File: src/rtl/rtc_evt_pkg.sv
package rtc_evt_pkg;

   // flag indices inside the sticky flag vector
   localparam int unsigned EVT_SEC   = 0;
   localparam int unsigned EVT_MIN   = 1;
   localparam int unsigned EVT_HOUR  = 2;
   localparam int unsigned EVT_DAY   = 3;
   localparam int unsigned EVT_ALARM = 4;
   localparam int unsigned EVT_PWRUP = 5;
   localparam int unsigned N_FLAGS   = 6;
   localparam int unsigned N_PERIODS = 4;

   // status register layout: flag i sits at bit STAT_FLAG_LSB + i
   localparam int unsigned STAT_RUN_BIT  = 1;
   localparam int unsigned STAT_FLAG_LSB = 2;

   // configuration register layout
   localparam int unsigned CFG_TIMER_EN_BIT = 2;
   localparam int unsigned CFG_ALARM_EN_BIT = 3;
   localparam int unsigned CFG_BITS         = 4;

   typedef enum logic [1:0] {
      PER_SEC  = 2'b00,
      PER_MIN  = 2'b01,
      PER_HOUR = 2'b10,
      PER_DAY  = 2'b11
   } period_e;

   typedef struct packed {
      logic    alarm_en;
      logic    timer_en;
      period_e period;
   } irq_cfg_t;

endpackage

File: src/rtl/rtc_evt_flagbank.sv
// Bank of sticky flags: set by an event, cleared by a write-1 strobe.
// An event in the same cycle as the clear keeps the flag set.
module rtc_evt_flagbank #(
   parameter int unsigned       N       = 6,
   parameter logic [N-1:0]      RST_VAL = '0
) (
   input  logic         clk,
   input  logic         rst_n,
   input  logic [N-1:0] set_i,
   input  logic [N-1:0] clr_i,
   output logic [N-1:0] q_o
);

   if (N == 0) begin : g_bad_n
      $error("rtc_evt_flagbank: N must be at least 1");
   end

   for (genvar i = 0; i < N; i++) begin : g_flag
      logic q;
      always_ff @(posedge clk or negedge rst_n) begin
         if (!rst_n) begin
            q <= RST_VAL[i];
         end else if (set_i[i]) begin
            q <= 1'b1;
         end else if (clr_i[i]) begin
            q <= 1'b0;
         end
      end
      assign q_o[i] = q;
   end

endmodule

File: src/rtl/rtc_evt_cfg.sv
// Interrupt configuration register: period selector and two enables.
module rtc_evt_cfg
   import rtc_evt_pkg::*;
(
   input  logic                clk,
   input  logic                rst_n,
   input  logic                wr_i,
   input  logic [CFG_BITS-1:0] wdata_i,
   output irq_cfg_t            cfg_o
);

   irq_cfg_t cfg_q;

   always_ff @(posedge clk or negedge rst_n) begin
      if (!rst_n) begin
         cfg_q <= '0;
      end else if (wr_i) begin
         cfg_q.period   <= period_e'(wdata_i[1:0]);
         cfg_q.timer_en <= wdata_i[CFG_TIMER_EN_BIT];
         cfg_q.alarm_en <= wdata_i[CFG_ALARM_EN_BIT];
      end
   end

   assign cfg_o = cfg_q;

endmodule

File: src/rtl/rtc_evt_irqgen.sv
// Combines the enabled flags into the level interrupt request.
module rtc_evt_irqgen
   import rtc_evt_pkg::*;
(
   input  logic [N_PERIODS-1:0] period_flags_i,
   input  logic                 alarm_flag_i,
   input  irq_cfg_t             cfg_i,
   output logic                 irq_o
);

   logic sel_flag;
   logic timer_req;
   logic alarm_req;

   always_comb begin
      unique case (cfg_i.period)
         PER_SEC:  sel_flag = period_flags_i[EVT_SEC];
         PER_MIN:  sel_flag = period_flags_i[EVT_MIN];
         PER_HOUR: sel_flag = period_flags_i[EVT_HOUR];
         PER_DAY:  sel_flag = period_flags_i[EVT_DAY];
         default:  sel_flag = 1'b0;
      endcase
   end

   assign timer_req = sel_flag & cfg_i.timer_en;
   assign alarm_req = alarm_flag_i & cfg_i.alarm_en;
   assign irq_o     = timer_req | alarm_req;

endmodule

File: src/rtl/rtc_event_ctrl.sv
// Status and interrupt unit of the real-time clock: top level.
module rtc_event_ctrl
   import rtc_evt_pkg::*;
#(
   parameter int unsigned ADDR_W      = 8,
   parameter int unsigned DATA_W      = 8,
   parameter int unsigned STATUS_ADDR = 'h0E,
   parameter int unsigned CFG_ADDR    = 'h0F
) (
   input  logic              clk,
   input  logic              rst_n,
   input  logic              core_run_i,
   input  logic              alarm_match_i,
   input  logic              tick_sec_i,
   input  logic              tick_min_i,
   input  logic              tick_hour_i,
   input  logic              tick_day_i,
   input  logic [ADDR_W-1:0] reg_addr_i,
   input  logic              reg_we_i,
   input  logic [DATA_W-1:0] reg_wdata_i,
   output logic [DATA_W-1:0] reg_rdata_o,
   output logic              irq_o
);

   localparam int unsigned STAT_TOP = STAT_FLAG_LSB + N_FLAGS;
   localparam logic [N_FLAGS-1:0] FLAG_RST = N_FLAGS'(1) << EVT_PWRUP;
   localparam logic [ADDR_W-1:0] A_STAT = ADDR_W'(STATUS_ADDR);
   localparam logic [ADDR_W-1:0] A_CFG  = ADDR_W'(CFG_ADDR);

   // elaboration-time parameter checks
   if (DATA_W < STAT_TOP) begin : g_bad_data_w
      $error("rtc_event_ctrl: DATA_W too narrow for the status register");
   end
   if (STATUS_ADDR >= (1 << ADDR_W) || CFG_ADDR >= (1 << ADDR_W)) begin : g_bad_addr_w
      $error("rtc_event_ctrl: register address does not fit ADDR_W");
   end
   if (STATUS_ADDR == CFG_ADDR) begin : g_addr_clash
      $error("rtc_event_ctrl: register addresses must differ");
   end

   // address decode
   logic sel_status;
   logic sel_cfg;
   logic wr_status;
   logic wr_cfg;

   assign sel_status = (reg_addr_i == A_STAT);
   assign sel_cfg    = (reg_addr_i == A_CFG);
   assign wr_status  = reg_we_i & sel_status;
   assign wr_cfg     = reg_we_i & sel_cfg;

   // sticky flags
   logic [N_FLAGS-1:0] flag_set;
   logic [N_FLAGS-1:0] flag_clr;
   logic [N_FLAGS-1:0] flag_q;

   always_comb begin
      flag_set            = '0;
      flag_set[EVT_SEC]   = tick_sec_i;
      flag_set[EVT_MIN]   = tick_min_i;
      flag_set[EVT_HOUR]  = tick_hour_i;
      flag_set[EVT_DAY]   = tick_day_i;
      flag_set[EVT_ALARM] = alarm_match_i;
      flag_set[EVT_PWRUP] = 1'b0;
   end

   assign flag_clr = wr_status ? reg_wdata_i[STAT_TOP-1:STAT_FLAG_LSB] : '0;

   rtc_evt_flagbank #(
      .N       (N_FLAGS),
      .RST_VAL (FLAG_RST)
   ) u_flags (
      .clk   (clk),
      .rst_n (rst_n),
      .set_i (flag_set),
      .clr_i (flag_clr),
      .q_o   (flag_q)
   );

   // configuration register
   irq_cfg_t cfg_q;

   rtc_evt_cfg u_cfg (
      .clk     (clk),
      .rst_n   (rst_n),
      .wr_i    (wr_cfg),
      .wdata_i (reg_wdata_i[CFG_BITS-1:0]),
      .cfg_o   (cfg_q)
   );

   // interrupt request
   rtc_evt_irqgen u_irq (
      .period_flags_i (flag_q[N_PERIODS-1:0]),
      .alarm_flag_i   (flag_q[EVT_ALARM]),
      .cfg_i          (cfg_q),
      .irq_o          (irq_o)
   );

   // read path
   always_comb begin
      reg_rdata_o = '0;
      if (sel_status) begin
         reg_rdata_o[STAT_RUN_BIT]                = core_run_i;
         reg_rdata_o[STAT_TOP-1:STAT_FLAG_LSB]    = flag_q;
      end else if (sel_cfg) begin
         reg_rdata_o[1:0]                         = cfg_q.period;
         reg_rdata_o[CFG_TIMER_EN_BIT]            = cfg_q.timer_en;
         reg_rdata_o[CFG_ALARM_EN_BIT]            = cfg_q.alarm_en;
      end
   end

endmodule

File: config.mk
export PLATFORM = sky130hd
export DESIGN_NAME = rtc_event_ctrl
export DESIGN_NICKNAME = d
export VERILOG_FILES = /design/src/rtl/rtc_evt_pkg.sv /design/src/rtl/rtc_evt_flagbank.sv /design/src/rtl/rtc_evt_cfg.sv /design/src/rtl/rtc_evt_irqgen.sv /design/src/rtl/rtc_event_ctrl.sv
export SDC_FILE = /design/constraint.sdc
export NUM_CORES = 1
export LEC_CHECK = 0
export ABC_AREA = 1
export BUFFER_PORTS_ARGS = -buffer_cell sky130_fd_sc_hd__buf_4
export CAP_MARGIN = 20
export CORE_UTILIZATION = 43
export CTS_CLUSTER_DIAMETER = 60
export CTS_CLUSTER_SIZE = 28
export DETAILED_ROUTE_END_ITERATION = 10
export GPL_TIMING_DRIVEN = 0
export PLACE_DENSITY = 0.82
export SYNTH_ARGS = -nofsm -noshare
export SYNTH_HDL_FRONTEND = slang
export SYNTH_SLANG_ARGS = --single-unit
File: constraint.sdc
create_clock -name clk -period 1 [get_ports clk]
set_clock_uncertainty 0.2 [all_clocks]
set_input_delay 0.05 -clock clk [delete_from_list [all_inputs] [get_ports clk]]
set_output_delay 0.05 -clock clk [all_outputs]
set_load 0.02 [all_outputs]
==> impl_metrics.tcl, run 1 <==
set metrics [dict create \
    p_comb_share_pct 25.9 \
    status "finished with violations" \
    p_switching_mw 0.284 \
    wire_per_inst_microns 16.7 \
    yosys_register_bits 10 \
    slowest_stage "dfrtp_2" \
    die_h_microns 40.8 \
    rows 13 \
    syn_area_sq_um 647 \
    synth.avg_cell_area_sq_um 7.19 \
    clk_latency_ns 0.28 \
    path_buf_inv 2 \
    hold_violations 16 \
    fmax_mhz 668 \
    crit_top_cell "nand2_2" \
    p_sw_share_pct 28.5 \
    cts-root-buf "clkbuf_4" \
    grt.busiest_layer "met2" \
    final_nets 177 \
    drtIter0Drc 43 \
    hold_path_class "in2reg" \
    core_area_sq_mm 0.00135 \
    worst_pin_slew_ns 0.214 \
    final_cell_mix "buf_4 (36), nand2_1 (24), inv_1 (16)" \
    grt_pass1_vias 841 \
    cp-startpoint "u_cfg.cfg_o[0]" \
    met3_usage_pct 12.5 \
    place_congestion 0.889 \
    hold_slack_ns -0.0632 \
    post_layout_nonfiller_instances 166 \
    drive_gt1_share_pct 48.3 \
    ir_drop_v 0.000665 \
    use_met2_pct 58.2 \
    multi_input_area_sq_um 355 \
    worst_path_largest_cell_delay_ns 0.42 \
    p_leak_nw 0.669 \
    clock_sinks 10 \
    cap_violations 0 \
    critical_path.cell_chain "inv_2 > a21oi_2 > nand2_2 > nand3_1 > nand2_2 > buf_6" \
    gr-total-overflow 0 \
    dieArea_sq_mm 0.00166 \
    start_util_pct 47.9 \
    reg2reg_depth 3 \
    reg2reg_to "u_cfg.cfg_o[3]" \
    portBuffers 33 \
    crit_type "reg2out" \
    worstSetupStartpointType "register" \
    seq_power_share_pct 42.7 \
    antenna_left 0 \
    clkTransAtPathRegs_ns 0.07 \
    critPathArrivalTime_ns 1.25 \
    synth_cells 90 \
    p_per_area_mw_per_mm2 812 \
    synth_cell_types 17 \
    endpoint_kind "output pin" \
    synth_nets 115 \
    h-tree-depth 1 \
    fin_crit_ns 1.50 \
    fillers 56 \
    fp.dieW_microns 40.8 \
    setup_slack_ns -0.498 \
    ctsHoldBuffers 14 \
    yosysSeqAreaShare_pct 38.9 \
    crit_required_ns 0.75 \
    r2r_start "u_cfg.cfg_o[3]" \
    seq_area_sq_um 254 \
    setup-violations-final 12 \
    grt_pass1_wl_mm 3.37 \
    groute.usage.overall_pct 32.2 \
    cts_tree "yes" \
    cts_buffers 3 \
    violations "negative hold slack, negative setup slack" \
    intPower_mw 0.712 \
    worstPathMaxFanout 5 \
    grtUsageMet1_pct 27.9 \
    insertedDiodeCount 0 \
    postRouteWirelength_mm 2.77 \
    crit_path_end "irq_o" \
    hpwl_mm 1.22 \
    cts_buffer_depth 2 \
    via_per_inst 5.48 \
    first_pass_iters 4 \
    grt_max_degree 11 \
    dpl.cell_count 138 \
    syn_to_final_growth_pct 89.6 \
    critPathTopFamily "flip-flops" \
    fin_util_pct 90.8 \
    r2r_slack_ns -0.09 \
    route.detailed.drc 0 \
    crit_cells 6 \
    rsz0062_at_grt "true" \
    pwr-share-clk_pct 31.4 \
    yosysWarnings 0 \
    final_common_cell "buf_4" \
    antenna_found_initial 0 \
    vias 910 \
    fin_crit_sh_pct 150 \
    io_pins 34 \
    finalMaxSlewViolations 0 \
    maxSlewHeadroom_pct 85.7 \
]
-- routing by layer --
metal,routed length (microns),vias to the layer above,part of all wire (%)
met5,0,-,0
met1,894,397,32
met2,1390,85,50
met3,270,33,9.7
li1,-,395,-
met4,223,0,8.0
-- sequential cells by signal, summed over array words and instances (netlist names) --
| register | flops |
|---|---|
| u_flags.g_flag.q | 6 |
| u_cfg.cfg_o | 4 |
-- stage by stage --
stage / setup WS [ns] / setup TNS [ns] / instance area (sq um) / total power [mW] / hold slack [ns]
final: -0.498 / -2.81 / 1230 / 0.996 / -0.0632
after global routing: -0.506 / -3.19 / 1230 / 1.02 / -0.0471
after global placement: -0.207 / -1.72 / 918 / 0.589 / -0.313
after CTS: -0.462 / -2.38 / 1130 / 0.949 / -0.0876
after detailed placement: -0.216 / -2.02 / 918 / 0.594 / -0.311
after floorplan: -0.0440 / -0.110 / 652 / 0.490 / -0.446
-- kinds of logic (layout without fill, tap and decap cells) --
logic type	count (synthesis)	after routing	share of synthesized area (%)
buffers and inverters	22	83	12.8
AOI/OAI and AO/OA	8	8	6.58
and+or+nand+nor	50	50	41.8
DFF	10	10	38.9
-- cell usage after synthesis (all sizes together) --
cell / n / area share (%)
nand3: 3 / 4.3
a21oi: 1 / 0.77
dfstp: 1 / 4.1
o21ai: 6 / 4.6
o211ai: 1 / 1.2
nand4: 6 / 5.8
inv: 22 / 13
dfrtp: 9 / 35
nand2: 33 / 23
nor2: 8 / 8.7
-- cell type report --
class                      instances  share of cell area (%)
clock buffer                       4                    2.14
tap                               15                    1.53
multi-input combinational         58                    29.0
sequential                        10                    20.7
inverter                          22                    6.73
timing repair buffer              57                    39.9
-- worst min-delay path by stage --
stage,from,endpoint,cells after the start
after global routing,rst_n,u_cfg.cfg_o[2],2
after global placement,rst_n,u_flags.g_flag[4].q,1
final,reg_we_i,u_flags.g_flag[5].q,4
after floorplan,rst_n,u_cfg.cfg_o[0],0
after detailed placement,rst_n,u_flags.g_flag[4].q,1
after CTS,reg_we_i,u_flags.g_flag[5].q,4
-- worst min-delay path, delay by kind of cell --
kind	cells	cell delay, ns
buf+inv	2	0.19
simple gates	2	0.17
-- power groups by stage --
| stage | combinational (mW) | clock (mW) | sequential (mW) |
|---|---|---|---|
| finish | 0.258 | 0.313 | 0.425 |
| global route | 0.272 | 0.326 | 0.425 |
| CTS | 0.220 | 0.308 | 0.421 |
| detailed placement | 0.166 | 0 | 0.428 |
| global placement | 0.161 | 0 | 0.428 |
| floorplan | 0.0646 | 0 | 0.426 |
-- timing repair --
item	4_1_cts	5_1_grt
pin swaps	6	9
gates resized for setup	7	16
hold endpoints to repair	20	18
buffers inserted	4	6
endpoints found under the setup margin	9	10
Note: power is estimated with default switching activity, not from simulation.
==> run 2: changes to the inputs <==
--- a/config.mk
+++ b/config.mk
@@ -8,12 +8,13 @@
 export ABC_AREA = 1
 export BUFFER_PORTS_ARGS = -buffer_cell sky130_fd_sc_hd__buf_4
 export CAP_MARGIN = 20
-export CORE_UTILIZATION = 43
+export CORE_MARGIN = 1.5
+export CORE_UTILIZATION = 24
 export CTS_CLUSTER_DIAMETER = 60
 export CTS_CLUSTER_SIZE = 28
 export DETAILED_ROUTE_END_ITERATION = 10
 export GPL_TIMING_DRIVEN = 0
-export PLACE_DENSITY = 0.82
+export PLACE_DENSITY = 0.53
 export SYNTH_ARGS = -nofsm -noshare
 export SYNTH_HDL_FRONTEND = slang
 export SYNTH_SLANG_ARGS = --single-unit
==> run 2 against run 1 <==
  * The run still ends with negative hold slack, negative setup slack left
  * Sequential cell count unchanged
  * Sequential power about the same
  * Clock power is 5% lower
  * Largest cell class unchanged
  * Maximum frequency rose by 4.6%
  * Highest routed layer unchanged
  * Final cell count rose by 8.4%
  * Setup slack better by 0.066 ns
  * Clock-buffer cell count unchanged
  * Global-route usage shrank 19 points
  * Combinational power down 11%
==> impl_metrics.tcl, run 2 (synthesis gave the netlist of run 1 again) <==
set metrics [dict create \
    io_pins 34 \
    postRouteWirelength_mm 1.81 \
    drt-met1-wl_microns 802 \
    start_util_pct 25.6 \
    groute.usage.overall_pct 13.2 \
    grt_max_degree 11 \
    violations "negative hold slack, negative setup slack" \
    r2r_slack_ns 0.02 \
    ir_drop_v 0.000724 \
    placedInstanceArea_sq_um 937 \
    place_congestion 0.734 \
    portBuffers 33 \
    worst_pin_slew_ns 0.233 \
    gr-total-overflow 0 \
    clkTransAtPathRegs_ns 0.07 \
    reg2reg_depth 3 \
    multi_input_area_sq_um 342 \
    p_leak_nw 0.658 \
    rows 18 \
    endpoint_kind "output pin" \
    pwr-share-clk_pct 31.3 \
    first_pass_iters 4 \
    die_h_microns 54.9 \
    core_area_sq_mm 0.00252 \
    seq_area_sq_um 253 \
    path_buf_inv 1 \
    top_layer_used "met4" \
    cp-startpoint "u_cfg.cfg_o[0]" \
    critPathTopFamily "flip-flops" \
    hpwl_mm 1.27 \
    crit_path_end "irq_o" \
    maxSlewHeadroom_pct 84.5 \
    fin_crit_sh_pct 143 \
    p_switching_mw 0.243 \
    fin_crit_ns 1.43 \
    final_common_cell "buf_4" \
    slowest_stage "dfrtp_2" \
    finalMaxSlewViolations 0 \
    final_nets 176 \
    drtIter0Drc 10 \
    status "finished with violations" \
    dpl.cell_count 153 \
    cts_buffers 3 \
    top_register "u_flags.g_flag.q" \
    drive_gt1_share_pct 46.7 \
    intPower_mw 0.703 \
    p_sw_share_pct 25.7 \
    hold_path_class "in2reg" \
    reg2reg_to "u_cfg.cfg_o[1]" \
    hold_slack_ns -0.0820 \
    cts-root-buf "clkbuf_4" \
    crit_type "reg2out" \
    route.detailed.drc 0 \
    critPathArrivalTime_ns 1.18 \
    grt_pass1_vias 717 \
    post_layout_nonfiller_instances 180 \
    wire_per_inst_microns 10.1 \
    r2r_start "u_cfg.cfg_o[1]" \
    wl_met3_microns 96 \
    crit_required_ns 0.75 \
    syn_to_final_growth_pct 89.0 \
    critical_path.cell_chain "o211ai_1 > nand3_2 > nand2_2 > buf_6" \
    ctsHoldBuffers 14 \
    hold_violations 19 \
    vias 771 \
    p_per_area_mw_per_mm2 774 \
    seq_power_share_pct 44.6 \
    insertedDiodeCount 0 \
    fp.dieW_microns 54.9 \
    cts_buffer_depth 2 \
    final_cell_mix "buf_4 (35), nand2_1 (27), inv_1 (15)" \
    rsz0062_at_grt "true" \
    dieArea_sq_mm 0.00302 \
    antenna_left 0 \
    stdcell_area_sq_mm 0.00122 \
    fmax_mhz 698 \
    setup_slack_ns -0.432 \
    grt_pass1_wl_mm 2.86 \
    worstPathMaxFanout 5 \
    largest_reg_flops 6 \
    dr_wl_met2_microns 886 \
    p_comb_share_pct 24.2 \
    antenna_found_initial 0 \
    worstSetupStartpointType "register" \
    h-tree-depth 1 \
    hold_path_startpoint "reg_we_i" \
    cts_tree "yes" \
    clk_latency_ns 0.26 \
    cap_violations 0 \
    power_mw 0.946 \
    crit_cells 4 \
    via_per_inst 4.28 \
    clock_sinks 10 \
    fillers 274 \
    worst_path_largest_cell_delay_ns 0.44 \
    setup-violations-final 9 \
    fin_util_pct 48.5 \
]
## run 2: cell types whose count changed in the layout (fill, tap and decap cells not counted), moves of 2 or more
| cell | delta |
|---|---|
| nand2_1 | +3 |
| nand2_2 | -3 |
| nor2_2 | +3 |
| nor2_4 | -2 |
## run 2: through the flow
| step | setup slack (ns) | setup TNS, ns |
|---|---|---|
| global route | -0.493 | -2.73 |
| finish | -0.432 | -2.24 |
| detailed placement | -0.234 | -2.28 |
| floorplan | -0.0440 | -0.110 |
| CTS | -0.455 | -2.36 |
| global placement | -0.236 | -2.10 |
## run 2: layer usage
layer	up-vias	global-route usage, %
li1	396	-
met1	347	16.2
met2	24	23.2
met3	4	2.15
met4	0	4.88
met5	-	0
## run 2: timing repair
action | 4_1_cts | 5_1_grt
pin swaps | 10 | 4
cloned | 0 | 0
hold endpoints to repair | 20 | 19
setup endpoints to repair | 9 | 10
gates resized for setup | 7 | 12
buffers inserted | 3 | 6
## run 2: cell type report
cell class                 instances  area share [%]
clock buffer                       4            2.15
inverter                          22            6.76
multi-input combinational         58            27.9
sequential                        10            20.7
tap                               30            3.07
timing repair buffer              56            39.4
## run 2: power by group through the flow
stage,clock (mW),combinational [mW],sequential (mW)
after global routing,0.336,0.250,0.423
after global placement,0,0.164,0.428
after detailed placement,0,0.168,0.428
final,0.296,0.229,0.422
after floorplan,0,0.0646,0.426
after CTS,0.308,0.221,0.421
## run 2: worst min-delay path by stage
| stage | end | slack [ns] | cells past startpoint |
|---|---|---|---|
| floorplan | u_cfg.cfg_o[0] | -0.45 | 0 |
| global placement | u_cfg.cfg_o[0] | -0.31 | 1 |
| detailed placement | u_cfg.cfg_o[1] | -0.31 | 1 |
| CTS | u_flags.g_flag[5].q | -0.08 | 4 |
| global route | u_flags.g_flag[5].q | -0.05 | 4 |
| finish | u_flags.g_flag[5].q | -0.08 | 4 |
## run 2: worst register-to-register path, stage by stage (launching register included)
cell,delay (ns)
dfrtp_1,0.42
buf_4,0.15
nand2_1,0.05
o21ai_1,0.06
==> run 3: changes to the inputs <==
==> constraint.sdc (replaced) <==
create_clock -name clk -period 1 [get_ports clk]
set_clock_uncertainty 0.2 [all_clocks]
set_input_delay 0.1 -clock clk [delete_from_list [all_inputs] [get_ports clk]]
set_output_delay 0.1 -clock clk [all_outputs]
set_load 0.02 [all_outputs]
==> run 3 against run 2 <==
  * The run still ends with negative hold slack, negative setup slack left
  * Sequential share of layout area down 0.75 points
  * Critical path depth unchanged
  * Clock power down 1%
  * Largest power group unchanged
==> impl_metrics.tcl, run 3 (synthesis gave the netlist of run 1 again) <==
set metrics [dict create \
    cts_tree "yes" \
    core_area_sq_mm 0.00252 \
    portBuffers 33 \
    die_h_microns 54.9 \
    drtIter0Drc 28 \
    p_switching_mw 0.246 \
    fin_crit_sh_pct 146 \
    gr-total-overflow 0 \
    clk_latency_ns 0.27 \
    fillers 260 \
    antenna_found_initial 0 \
    largest_reg_flops 6 \
    critPathArrivalTime_ns 1.16 \
    crit_required_ns 0.70 \
    fin_crit_ns 1.46 \
    via_per_inst 4.27 \
    clock_sinks 10 \
    p_sw_share_pct 25.7 \
    crit_type "reg2out" \
    io_pins 34 \
    postRouteWirelength_mm 1.73 \
    final_cell_mix "buf_4 (31), nand2_1 (23), inv_1 (14)" \
    drive_gt1_share_pct 48.6 \
    cap_violations 0 \
    rsz0062_at_grt "true" \
    vias 760 \
    cts_buffer_depth 2 \
    fp.dieW_microns 54.9 \
    power_mw 0.956 \
    pwr-share-clk_pct 30.5 \
    wire_per_inst_microns 9.71 \
    worst_pin_slew_ns 0.170 \
    first_pass_iters 4 \
    endpoint_kind "output pin" \
    start_util_pct 25.6 \
    setup-violations-final 9 \
    hold_violations 16 \
    cts_buffers 3 \
    final_common_cell "buf_4" \
    p_per_area_mw_per_mm2 754 \
    seq_power_share_pct 44.2 \
    r2r_start "u_cfg.cfg_o[1]" \
    cp-startpoint "u_cfg.cfg_o[0]" \
    p_comb_share_pct 25.3 \
    syn_to_final_growth_pct 96.1 \
    fmax_mhz 685 \
    rows 18 \
    worstSetupStartpointType "register" \
    grt_max_degree 11 \
    h-tree-depth 1 \
    maxSlewHeadroom_pct 88.6 \
    status "finished with violations" \
    ir_drop_v 0.000574 \
    grt_pass1_wl_mm 2.66 \
    top_register "u_flags.g_flag.q" \
    grt_pass1_vias 655 \
    insertedDiodeCount 0 \
    cts-root-buf "clkbuf_4" \
    finalMaxSlewViolations 0 \
    worstPathMaxFanout 5 \
    final_nets 174 \
    violations "negative hold slack, negative setup slack" \
    multi_input_area_sq_um 382 \
    intPower_mw 0.710 \
    groute.usage.overall_pct 12.8 \
    place_congestion 0.728 \
    antenna_left 0 \
    clkTransAtPathRegs_ns 0.07 \
    hold_path_class "in2async" \
    p_leak_nw 0.699 \
    route.detailed.drc 0 \
    setup_slack_ns -0.461 \
    seq_area_sq_um 253 \
    hpwl_mm 1.24 \
    fin_tns_setup_ns -2.64 \
    dieArea_sq_mm 0.00302 \
    pre_cts_ws_ns -0.357 \
    hold_slack_ns -0.0123 \
]
[run 3: cell count changes in the layout (fill, tap and decap cells not counted), sizes merged]
cell / previous run / this run
dlygate4sd3: 14 / 12
buf: 42 / 39
dlymetal6s4s: 0 / 3
[run 3: routing by layer]
metal  GRT usage [%]  routed length (microns)
met1            14.4                      704
met2            22.4                      891
met3            2.42                       90
met4            7.32                       42
met5               0                        0
[run 3: final timing paths]
check                                      endpoint  slack, ns  cells past startpoint
min in group clk                u_flags.g_flag[2].q      -0.01                      4
max in group asynchronous       u_flags.g_flag[5].q       0.38                      2
worst max register to register       u_cfg.cfg_o[1]       0.01                      3
worst min-delay path                 u_cfg.cfg_o[0]      -0.01                      2
worst max-delay path                          irq_o      -0.46                      4
worst min register to register  u_flags.g_flag[5].q       0.26                      2
[run 3: layout make-up]
cell class / instances / area share (%)
tap: 30 / 2.96
sequential: 10 / 19.9
clock buffer: 4 / 2.07
multi-input combinational: 58 / 30.1
inverter: 22 / 7.10
timing repair buffer: 54 / 37.9
[run 3: worst max-delay path, cell delays in order (launching register included)]
cell and delay (ns):
dfrtp_2 0.44, o211ai_1 0.17, nand3_1 0.10, nand2_2 0.07, buf_6 0.11
[run 3: repair_timing]
| action | in CTS | in global routing |
|---|---|---|
| setup buffers | 5 | 1 |
| resized for setup | 11 | 10 |
| hold buffers | 14 | 1 |
| hold endpoints to repair | 20 | 1 |
| pin swaps | 6 | 6 |
| setup endpoints to repair | 9 | 12 |
[run 3: per-stage QoR]
stage	cells	area [sq um]	util [%]
after detailed placement	153	987	39.1
after global placement	153	987	39.1
after CTS	176	1220	48.4
final	178	1270	50.3
after global routing	178	1270	50.3
after floorplan	90	702	-
[run 3: power by group through the flow]
| stage | clock [mW] | combinational (mW) | sequential [mW] |
|---|---|---|---|
| final | 0.292 | 0.242 | 0.423 |
| after global routing | 0.315 | 0.263 | 0.424 |
| after CTS | 0.300 | 0.233 | 0.422 |
| after detailed placement | 0 | 0.177 | 0.429 |
| after global placement | 0 | 0.175 | 0.428 |
| after floorplan | 0 | 0.0727 | 0.426 |
